### config.mk
export PLATFORM = sky130hd
export DESIGN_NAME = sram_ctrl
export DESIGN_NICKNAME = d
export VERILOG_FILES = /design/src/rtl/sram_ctrl_pkg.sv /design/src/rtl/sram_timer.sv /design/src/rtl/sram_seq.sv /design/src/rtl/sram_datapath.sv /design/src/rtl/sram_ctrl.sv
export SDC_FILE = /design/constraint.sdc
export NUM_CORES = 1
export LEC_CHECK = 0
export BUFFER_PORTS_ARGS = -buffer_cell sky130_fd_sc_hd__buf_2
export CAP_MARGIN = 30
export CORE_MARGIN = 2
export CORE_UTILIZATION = 30
export CTS_CLUSTER_SIZE = 20
export DETAILED_ROUTE_END_ITERATION = 10
export PLACE_DENSITY_LB_ADDON = 0.08
export SETUP_SLACK_MARGIN = 0.1
export SLEW_MARGIN = 20
export SYNTH_ARGS = -nofsm -noshare
export SYNTH_HDL_FRONTEND = slang
export SYNTH_HIERARCHICAL = 1
export SYNTH_SLANG_ARGS = --single-unit
### constraint.sdc
create_clock -name clk -period 3.1 [get_ports clk]
set_input_delay 0.31 -clock clk [delete_from_list [all_inputs] [get_ports clk]]
set_output_delay 0.31 -clock clk [all_outputs]
set_load 0.01 [all_outputs]
### src/rtl/sram_ctrl_pkg.sv
package sram_ctrl_pkg;
  typedef enum logic [2:0] {
    ST_IDLE   = 3'd0,
    ST_READ   = 3'd1,
    ST_TURN   = 3'd2,
    ST_WSETUP = 3'd3,
    ST_WPULSE = 3'd4,
    ST_WHOLD  = 3'd5
  } sram_st_t;
endpackage

### src/rtl/sram_timer.sv
module sram_timer #(
  parameter int CNT_W = 2
) (
  input  logic             clk,
  input  logic             rst_n,
  input  logic             load,
  input  logic [CNT_W-1:0] load_val,
  output logic [CNT_W-1:0] cnt,
  output logic             zero
);
  logic [CNT_W-1:0] cnt_q, cnt_d;

  always_comb begin
    cnt_d = cnt_q;
    if (load)               cnt_d = load_val;
    else if (cnt_q != '0)   cnt_d = cnt_q - 1'b1;
  end

  always_ff @(posedge clk or negedge rst_n) begin
    if (!rst_n) cnt_q <= '0;
    else        cnt_q <= cnt_d;
  end

  assign cnt  = cnt_q;
  assign zero = (cnt_q == '0);
endmodule

### src/rtl/sram_seq.sv
module sram_seq
  import sram_ctrl_pkg::*;
#(
  parameter int T_RD   = 3,
  parameter int T_OE   = 2,
  parameter int T_WP   = 3,
  parameter int T_TURN = 1,
  parameter int CNT_W  = 2
) (
  input  logic             clk,
  input  logic             rst_n,
  input  logic             req_valid,
  input  logic             req_write,
  input  logic             cnt_zero,
  input  logic [CNT_W-1:0] cnt,
  output logic             tmr_load,
  output logic [CNT_W-1:0] tmr_val,
  output logic             accept,
  output logic             capture,
  output logic             ready,
  output logic             ce_n,
  output logic             cs,
  output logic             oe_n,
  output logic             we_n,
  output logic             dq_oe
);
  localparam int OE_WIN = (T_OE > T_RD) ? T_RD : T_OE;
  localparam logic [CNT_W-1:0] RD_LD   = CNT_W'(T_RD - 1);
  localparam logic [CNT_W-1:0] WP_LD   = CNT_W'(T_WP - 1);
  localparam logic [CNT_W-1:0] TURN_LD = CNT_W'(T_TURN - 1);
  localparam logic [CNT_W-1:0] OE_CMP  = CNT_W'(OE_WIN);

  sram_st_t st_q, st_d;

  always_comb begin
    st_d     = st_q;
    tmr_load = 1'b0;
    tmr_val  = '0;
    accept   = 1'b0;
    capture  = 1'b0;
    unique case (st_q)
      ST_IDLE: if (req_valid) begin
        accept = 1'b1;
        if (req_write) begin
          st_d = ST_WSETUP;
        end else begin
          st_d     = ST_READ;
          tmr_load = 1'b1;
          tmr_val  = RD_LD;
        end
      end
      ST_READ: if (cnt_zero) begin
        capture  = 1'b1;
        st_d     = ST_TURN;
        tmr_load = 1'b1;
        tmr_val  = TURN_LD;
      end
      ST_TURN:   if (cnt_zero) st_d = ST_IDLE;
      ST_WSETUP: begin
        st_d     = ST_WPULSE;
        tmr_load = 1'b1;
        tmr_val  = WP_LD;
      end
      ST_WPULSE: if (cnt_zero) st_d = ST_WHOLD;
      ST_WHOLD:  st_d = ST_IDLE;
      default:   st_d = ST_IDLE;
    endcase
  end

  always_ff @(posedge clk or negedge rst_n) begin
    if (!rst_n) st_q <= ST_IDLE;
    else        st_q <= st_d;
  end

  logic in_write, selected;
  assign in_write = (st_q == ST_WSETUP) || (st_q == ST_WPULSE) || (st_q == ST_WHOLD);
  assign selected = in_write || (st_q == ST_READ);

  assign ready = (st_q == ST_IDLE);
  assign ce_n  = !selected;
  assign cs    = selected;
  assign we_n  = (st_q != ST_WPULSE);
  assign oe_n  = !((st_q == ST_READ) && (cnt < OE_CMP));
  assign dq_oe = in_write;

  // Checker state: cycles with output enable high since it was last low.
  localparam int GAP_W = $clog2(T_TURN + 1) + 1;
  localparam logic [GAP_W-1:0] GAP_SAT = GAP_W'(T_TURN);
  logic [GAP_W-1:0] gap_q;
  always_ff @(posedge clk or negedge rst_n) begin
    if (!rst_n)               gap_q <= GAP_SAT;
    else if (!oe_n)           gap_q <= '0;
    else if (gap_q != GAP_SAT) gap_q <= gap_q + 1'b1;
  end

  assert_idle_pins_R1: assert property (@(posedge clk) disable iff (!rst_n)
    ready |-> (ce_n && !cs && we_n && oe_n && !dq_oe));
  assert_we_oe_excl_R3: assert property (@(posedge clk) disable iff (!rst_n)
    !(!we_n && !oe_n));
  assert_we_open_R5: assert property (@(posedge clk) disable iff (!rst_n)
    $fell(we_n) |-> (!ce_n && $past(!ce_n)));
  assert_we_close_R5: assert property (@(posedge clk) disable iff (!rst_n)
    $rose(we_n) |-> !ce_n);
  assert_drive_oe_R7: assert property (@(posedge clk) disable iff (!rst_n)
    !(dq_oe && !oe_n));
  assert_turnaround_R7: assert property (@(posedge clk) disable iff (!rst_n)
    $rose(dq_oe) |-> (gap_q >= GAP_SAT));
endmodule

### src/rtl/sram_datapath.sv
module sram_datapath #(
  parameter int ADDR_W = 17,
  parameter int DATA_W = 8
) (
  input  logic              clk,
  input  logic              rst_n,
  input  logic              accept,
  input  logic              capture,
  input  logic [ADDR_W-1:0] req_addr,
  input  logic [DATA_W-1:0] req_wdata,
  input  logic [DATA_W-1:0] mem_dq_in,
  output logic [ADDR_W-1:0] mem_addr,
  output logic [DATA_W-1:0] mem_dq_out,
  output logic [DATA_W-1:0] rdata,
  output logic              rvalid
);
  logic [ADDR_W-1:0] addr_q;
  logic [DATA_W-1:0] wdat_q, rdat_q;
  logic              rvld_q;

  always_ff @(posedge clk or negedge rst_n) begin
    if (!rst_n) begin
      addr_q <= '0;
      wdat_q <= '0;
    end else if (accept) begin
      addr_q <= req_addr;
      wdat_q <= req_wdata;
    end
  end

  always_ff @(posedge clk or negedge rst_n) begin
    if (!rst_n)       rdat_q <= '0;
    else if (capture) rdat_q <= mem_dq_in;
  end

  always_ff @(posedge clk or negedge rst_n) begin
    if (!rst_n) rvld_q <= 1'b0;
    else        rvld_q <= capture;
  end

  assign mem_addr   = addr_q;
  assign mem_dq_out = wdat_q;
  assign rdata      = rdat_q;
  assign rvalid     = rvld_q;

  assert_rvalid_pulse_R4: assert property (@(posedge clk) disable iff (!rst_n)
    rvalid |=> !rvalid);
endmodule

### src/rtl/sram_ctrl.sv
module sram_ctrl #(
  parameter int ADDR_W = 17,
  parameter int DATA_W = 8,
  parameter int T_RD   = 3,
  parameter int T_OE   = 2,
  parameter int T_WP   = 3,
  parameter int T_TURN = 1
) (
  input  logic              clk,
  input  logic              rst_n,
  input  logic              req_valid,
  output logic              req_ready,
  input  logic              req_write,
  input  logic [ADDR_W-1:0] req_addr,
  input  logic [DATA_W-1:0] req_wdata,
  output logic              rvalid,
  output logic [DATA_W-1:0] rdata,
  output logic [ADDR_W-1:0] mem_addr,
  output logic              mem_ce_n,
  output logic              mem_cs,
  output logic              mem_oe_n,
  output logic              mem_we_n,
  output logic [DATA_W-1:0] mem_dq_out,
  output logic              mem_dq_oe,
  input  logic [DATA_W-1:0] mem_dq_in
);
  localparam int MAX_RW = (T_RD > T_WP) ? T_RD : T_WP;
  localparam int MAX_T  = (MAX_RW > T_TURN) ? MAX_RW : T_TURN;
  localparam int CNT_W  = $clog2(MAX_T + 1);

  logic             tmr_load, tmr_zero, accept, capture;
  logic [CNT_W-1:0] tmr_val, tmr_cnt;

  sram_timer #(.CNT_W(CNT_W)) u_timer (
    .clk(clk), .rst_n(rst_n), .load(tmr_load), .load_val(tmr_val),
    .cnt(tmr_cnt), .zero(tmr_zero)
  );

  sram_seq #(
    .T_RD(T_RD), .T_OE(T_OE), .T_WP(T_WP), .T_TURN(T_TURN), .CNT_W(CNT_W)
  ) u_seq (
    .clk(clk), .rst_n(rst_n), .req_valid(req_valid), .req_write(req_write),
    .cnt_zero(tmr_zero), .cnt(tmr_cnt), .tmr_load(tmr_load), .tmr_val(tmr_val),
    .accept(accept), .capture(capture), .ready(req_ready),
    .ce_n(mem_ce_n), .cs(mem_cs), .oe_n(mem_oe_n), .we_n(mem_we_n), .dq_oe(mem_dq_oe)
  );

  sram_datapath #(.ADDR_W(ADDR_W), .DATA_W(DATA_W)) u_dp (
    .clk(clk), .rst_n(rst_n), .accept(accept), .capture(capture),
    .req_addr(req_addr), .req_wdata(req_wdata), .mem_dq_in(mem_dq_in),
    .mem_addr(mem_addr), .mem_dq_out(mem_dq_out), .rdata(rdata), .rvalid(rvalid)
  );

  assert_addr_hold_R6: assert property (@(posedge clk) disable iff (!rst_n)
    (!mem_ce_n && $past(!mem_ce_n)) |-> $stable(mem_addr));
  assert_wdata_hold_R6: assert property (@(posedge clk) disable iff (!rst_n)
    (mem_dq_oe && $past(mem_dq_oe)) |-> $stable(mem_dq_out));
  assert_busy_no_accept_R8: assert property (@(posedge clk) disable iff (!rst_n)
    (!req_ready && !mem_ce_n && $past(!mem_ce_n)) |=> $stable(mem_addr) || mem_ce_n);
endmodule

### Yosys cells after proc, flatten, opt, wreduce, memory -nomap -nowiden

Index checks and enable logic that the tools add are counted.

| storage, ports and cells | value |
|---|---|
| output and inout port bits | 40 |
| logic and storage cells | 47 |
| flip-flop bits (word level) | 39 |

| operators by class | value |
|---|---|
| magnitude comparators | 1 |
| equal/unequal tests | 10 |
| multiplexer cells | 18 |
| add/sub/neg operators | 1 |
| reduce and logical (&&, ||, !) cells | 11 |

Operators with widths:

| kind | number |
|---|---|
| $pmux 3 s5 | 1 |
| $mux 3 | 4 |
| $mux 2 | 5 |
| $ne 2x2->1 const B | 4 |
| $eq 3x2->1 const B | 2 |
| $eq 3x3->1 const B | 2 |
| $mux 1 | 6 |
| $pmux 2 s2 | 1 |
| $reduce_and 4->1 | 1 |
| $reduce_bool 2->1 | 2 |
| $eq 3x1->1 const B | 1 |
| $logic_not 3->1 | 1 |
| $logic_or 1x1->1 | 3 |
| $ne 3x3->1 const B | 1 |
| $pmux 1 s3 | 1 |
| $logic_not 1->1 | 2 |
| $logic_not 2->1 | 1 |
| $lt 2x2->1 const B | 1 |
| $sub 2x1->2 const B | 1 |
| $logic_and 1x1->1 | 1 |

### Longest topological paths before layout

| depth | value |
|---|---|
| depth in word-level cells | 5 |
| depth in mapped cells | 6 |

### Hierarchy

The synthesis kept the hierarchy.

Modules (own cells, without submodules):

| module | instances | cells an instance | area an instance (um2) |
|---|---|---|---|
| sram_datapath | 1 | 71 | 1,353.8 |
| sram_seq | 1 | 33 | 271.5 |
| sram_timer | 1 | 12 | 112.6 |

### Worst setup path after synthesis

No wires, ideal clock.

| timing path | value |
|---|---|
| kind | register to register |
| start point | register u_seq.st_q[0] |
| end point | register u_dp.addr_q[10] (netlist: u_dp/mem_addr[10]) |
| arrival time | 1.577 ns |
| stages on the path, launching flop included | 7 |
| data required time | 2.975 ns |
| path slack | 1.398 ns |
| setup time | 0.125 ns |
| cell sequence | dfrtp_1 > buf_6 > nor3_1 > and2_1 > buf_6 > buf_12 > mux2_4 |

| between the ends | value |
|---|---|
| longest elaborated chain between the ends | 2 |

RTL lines:

| what | line | RTL |
|---|---|---|
| start: declaration | sram_seq.sv:33 | `sram_st_t st_q, st_d;` |
| start signal: assignment | sram_seq.sv:72 | `else st_q <= st_d;` |
| $logic_not 3->1 | -- |  |
| named net req_ready | sram_ctrl.sv:12 | `output logic req_ready,` |
| $mux 1 | sram_seq.sv:41 | `unique case (st_q)` |
| named net accept | sram_ctrl.sv:31 | `logic tmr_load, tmr_zero, accept, capture;` |
| end signal: assignment | sram_datapath.sv:26 | `addr_q <= req_addr;` |
| end: declaration | sram_datapath.sv:17 | `logic [ADDR_W-1:0] addr_q;` |

The timed path passes the listed nets, and every way through them passes these cells.
A chain may end at the register's enable or synchronous reset.

### Final worst setup path

| timing path | value |
|---|---|
| start point | register u_seq.st_q[2] |
| end point | register u_dp.wdat_q[7] (netlist: u_dp/mem_dq_out[7]) |

| between the ends | value |
|---|---|
| longest elaborated chain between the ends | 2 |

RTL lines:

| what | line | RTL |
|---|---|---|
| $logic_not 3->1 | sram_seq.sv:41 |  |
| $mux 1 | sram_seq.sv:41 |  |
| named net accept | sram_ctrl.sv:31 |  |
| end signal: assignment | sram_datapath.sv:27 | `wdat_q <= req_wdata;` |
| end: declaration | sram_datapath.sv:18 | `logic [DATA_W-1:0] wdat_q, rdat_q;` |

The timed path passes the listed nets, and every way through them passes these cells.

==> reports/qor.yml <==
drt:
  vias_per_cell: 4.25
  wirelength_um: 3380
  drc_errors: 0
  wl_per_cell_um: 12.7
  dr_total_vias: 1135
  drt-initial-drc-count: 38
  antenna_left: 0
  dr.pass1.iters: 4
synth:
  mappedNetlistArea_um2: 1740
  yosysUniqueCellTypes: 24
  ys_top_cells_by_area: "dfrtp_1, mux2_4, mux2_2"
  postSynthCellCount: 116
  synth_top_area_cell: "dfrtp_1"
  ys_seq_area_frac: 0.562
  postSynthAreaPerCell_um2: 15.0
  yosys.area.top_type_share: 0.562
  ys_ff_latch: 39
  syn_nets: 154
  ys_warn_count: 6
floorplanning:
  rows: 27
  core-area_um2: 5540
  dieArea_um2: 6420
  pin_count: 77
  die_w_um: 80.1
  die_h_um: 80.1
  start_util: 0.314
timing:
  fin_setup_tns_ns: 0
  period_share: 0.588
  setup_viol_count_final: 0
  skew_ns: 0.00475
  rsz0062_at_grt: "no"
  fmax_mhz: 549
  hold_violations: 0
  slew_violations: 0
  fin_crit_ns: 1.82
final_layout:
  antennaDiodeCount: 0
  area.growth.synth_to_final_pct: 28.4
  mostFrequentLayoutCells: "buf_2, dfrtp_1, mux2_4, mux2_2"
  nets: 232
  drive_above_1_share: 0.626
  fin_util: 0.403
  final_common_cell: "buf_2"
cts:
  post_cts_resized: 0
  cts.clk_slew.worst_paths_ns: 0.08
  numClockSinks: 39
  numCtsBuffers: 5
  cts_tree: "yes"
  cts_setup_buffers: 0
  cts_root_buf: "clkbuf_8"
  clock_path_buffers: 2
  cts-htree-levels: 2
  clk_latency_ns: 0.28
critical_path:
  path_depth: 4
  rr_startpoint: "u_seq/st_q[2]"
  crit_type: "flip-flop to flip-flop"
  crit_start: "u_seq/st_q[2]"
  slowest_delay_ns: 0.49
  regToRegSetupSlack_ns: 1.28
  critPathArrivalTime_ns: 1.99
  crit_chain: "nor3_1 -> and2_1 -> buf_4 -> mux2_2"
  critPathBufInv: 1
  cpLargestDelayFamily: "flip-flops"
  cp_slowest_cell: "dfrtp_1"
  reg2reg_depth: 4
  worst-path-max-fanout: 25
  critPathCaptureType: "flip-flop"
  crit_path_start_kind: "flip-flop"
  cp-endpoint: "u_dp/mem_dq_out[7]"
  cp.required_ns: 3.27
  timing.rr.end: "u_dp/mem_dq_out[7]"
pwr:
  p_sw_uw: 793
  sw_frac_of_total: 0.342
  power_density_nw_per_um2: 1040
  p_clk_frac: 0.138
  power_frac_seq: 0.394
  ir_worst_vdd_mv: 0.399
  p_comb_frac: 0.467
  internal_power_uw: 1530
  leakagePower_uw: 0.00113
global_route:
  antenna_found_initial: 0
  grt_max_degree: 40
  grt_usage: 0.108
  first_global_vias: 1179
  grt_pass1_wl_um: 5340
  grt.overflow.total: 0
place:
  gp_congestion: 0.762
  portBuffers: 76
  dpl.hpwl_um: 2440
status:
  status: "complete, no violations"
min_path:
  hold_class: "primary input to flip-flop"
job:
  maxCapViolations: 0
sequential cells by signal, indices dropped and copies added, names as in the netlist:
name             count
u_dp/mem_addr       17
u_dp/mem_dq_out      8
u_dp/rdata           8
u_seq/st_q           3
u_timer/cnt          2
u_dp/rvalid          1
worst register-to-register path: cells and delay by family, from the launching register on:
| kind | cells | cell delay [ns] |
|---|---|---|
| buffers and inverters | 1 | 0.39 |
| DFF | 1 | 0.49 |
| muxes | 1 | 0.40 |
| and+or+nand+nor | 2 | 0.43 |
per-stage QoR:
step / area (um^2) / instances / hold slack [ns] / total power (uW) / worst slack, ns
CTS: 2200 / 265 / 0.160 / 2360 / 1.27
detailed placement: 2120 / 257 / 0.476 / 2020 / 1.29
finish: 2230 / 267 / 0.253 / 2320 / 1.28
floorplan: 1740 / 116 / 0.0144 / 1700 / 1.40
global placement: 2120 / 257 / 0.465 / 1990 / 1.36
global route: 2230 / 267 / 0.240 / 2500 / 1.16
repair_timing:
| item | CTS | global route |
|---|---|---|
| setup endpoints to repair | 0 | 0 |
| hold buffers | 0 | 1 |
| hold endpoints to repair | 0 | 10 |
cell usage after synthesis:
library cell / count
o21a_1: 1
nor3_1: 3
nand2_1: 5
a211oi_1: 1
and3_1: 1
buf_2: 1
o21ai_0: 4
dfrtp_1: 39
o31a_1: 1
ha_1: 1
conb_1: 1
mux2_2: 15
inv_1: 3
buf_4: 1
nor2_1: 3
a21oi_1: 2
xor2_1: 1
or4b_4: 1
buf_6: 4
buf_12: 2
mux2_4: 20
nand3b_1: 2
and2_1: 2
nand2b_1: 2
power groups by stage:
stage                     sequential, uW  combinational (uW)  clock (uW)
final                                915                1080         321
after global routing                 957                1180         367
after CTS                            917                1100         343
after detailed placement             927                1090           0
after global placement               922                1070           0
after floorplan                     1010                 694           0
cells by family (layout without fill, tap and decap cells):
group / Yosys count / after routing / synth area share
AND/OR/NAND/NOR: 19 / 19 / 0.0605
multiplexers: 35 / 35 / 0.270
flip-flops: 39 / 39 / 0.562
other: 1 / 1 / 0.00216
AO/OA/AOI/OAI: 9 / 9 / 0.0310
adder cells (fa/ha/maj): 1 / 1 / 0.00720
XOR/XNOR: 1 / 1 / 0.00504
buffers and inverters: 11 / 90 / 0.0626
layout make-up:
| type | instances | area [um^2] |
|---|---|---|
| well taps | 72 | 90.1 |
| inverters | 3 | 11.3 |
| repair buffers | 79 | 418 |
| fillers | 544 | 3310 |
| clock inverters | 3 | 15.0 |
| flip-flops and latches | 39 | 976 |
| clock buffers | 5 | 68.8 |
| multi-input cells | 66 | 653 |
worst min-delay path by stage:
stage                      start            endpoint  slack, ns  cells after the start
global route        req_wdata[1]  u_dp/mem_dq_out[1]       0.24                      2
finish              req_wdata[6]  u_dp/mem_dq_out[6]       0.25                      2
CTS                        rst_n  u_dp/mem_dq_out[0]       0.16                      1
detailed placement         rst_n  u_dp/mem_dq_out[0]       0.48                      1
floorplan                  rst_n    u_dp/mem_addr[0]       0.01                      0
global placement           rst_n  u_dp/mem_dq_out[3]       0.46                      1
routing by layer:
metal,share of wire,GRT usage,up-vias
li1,-,-,551
met1,0.45,0.134,534
met2,0.46,0.177,45
met3,0.079,0.0371,5
met4,0.014,0.0356,0
met5,0,0,-
No activity file was read; power rests on OpenSTA's default activity.
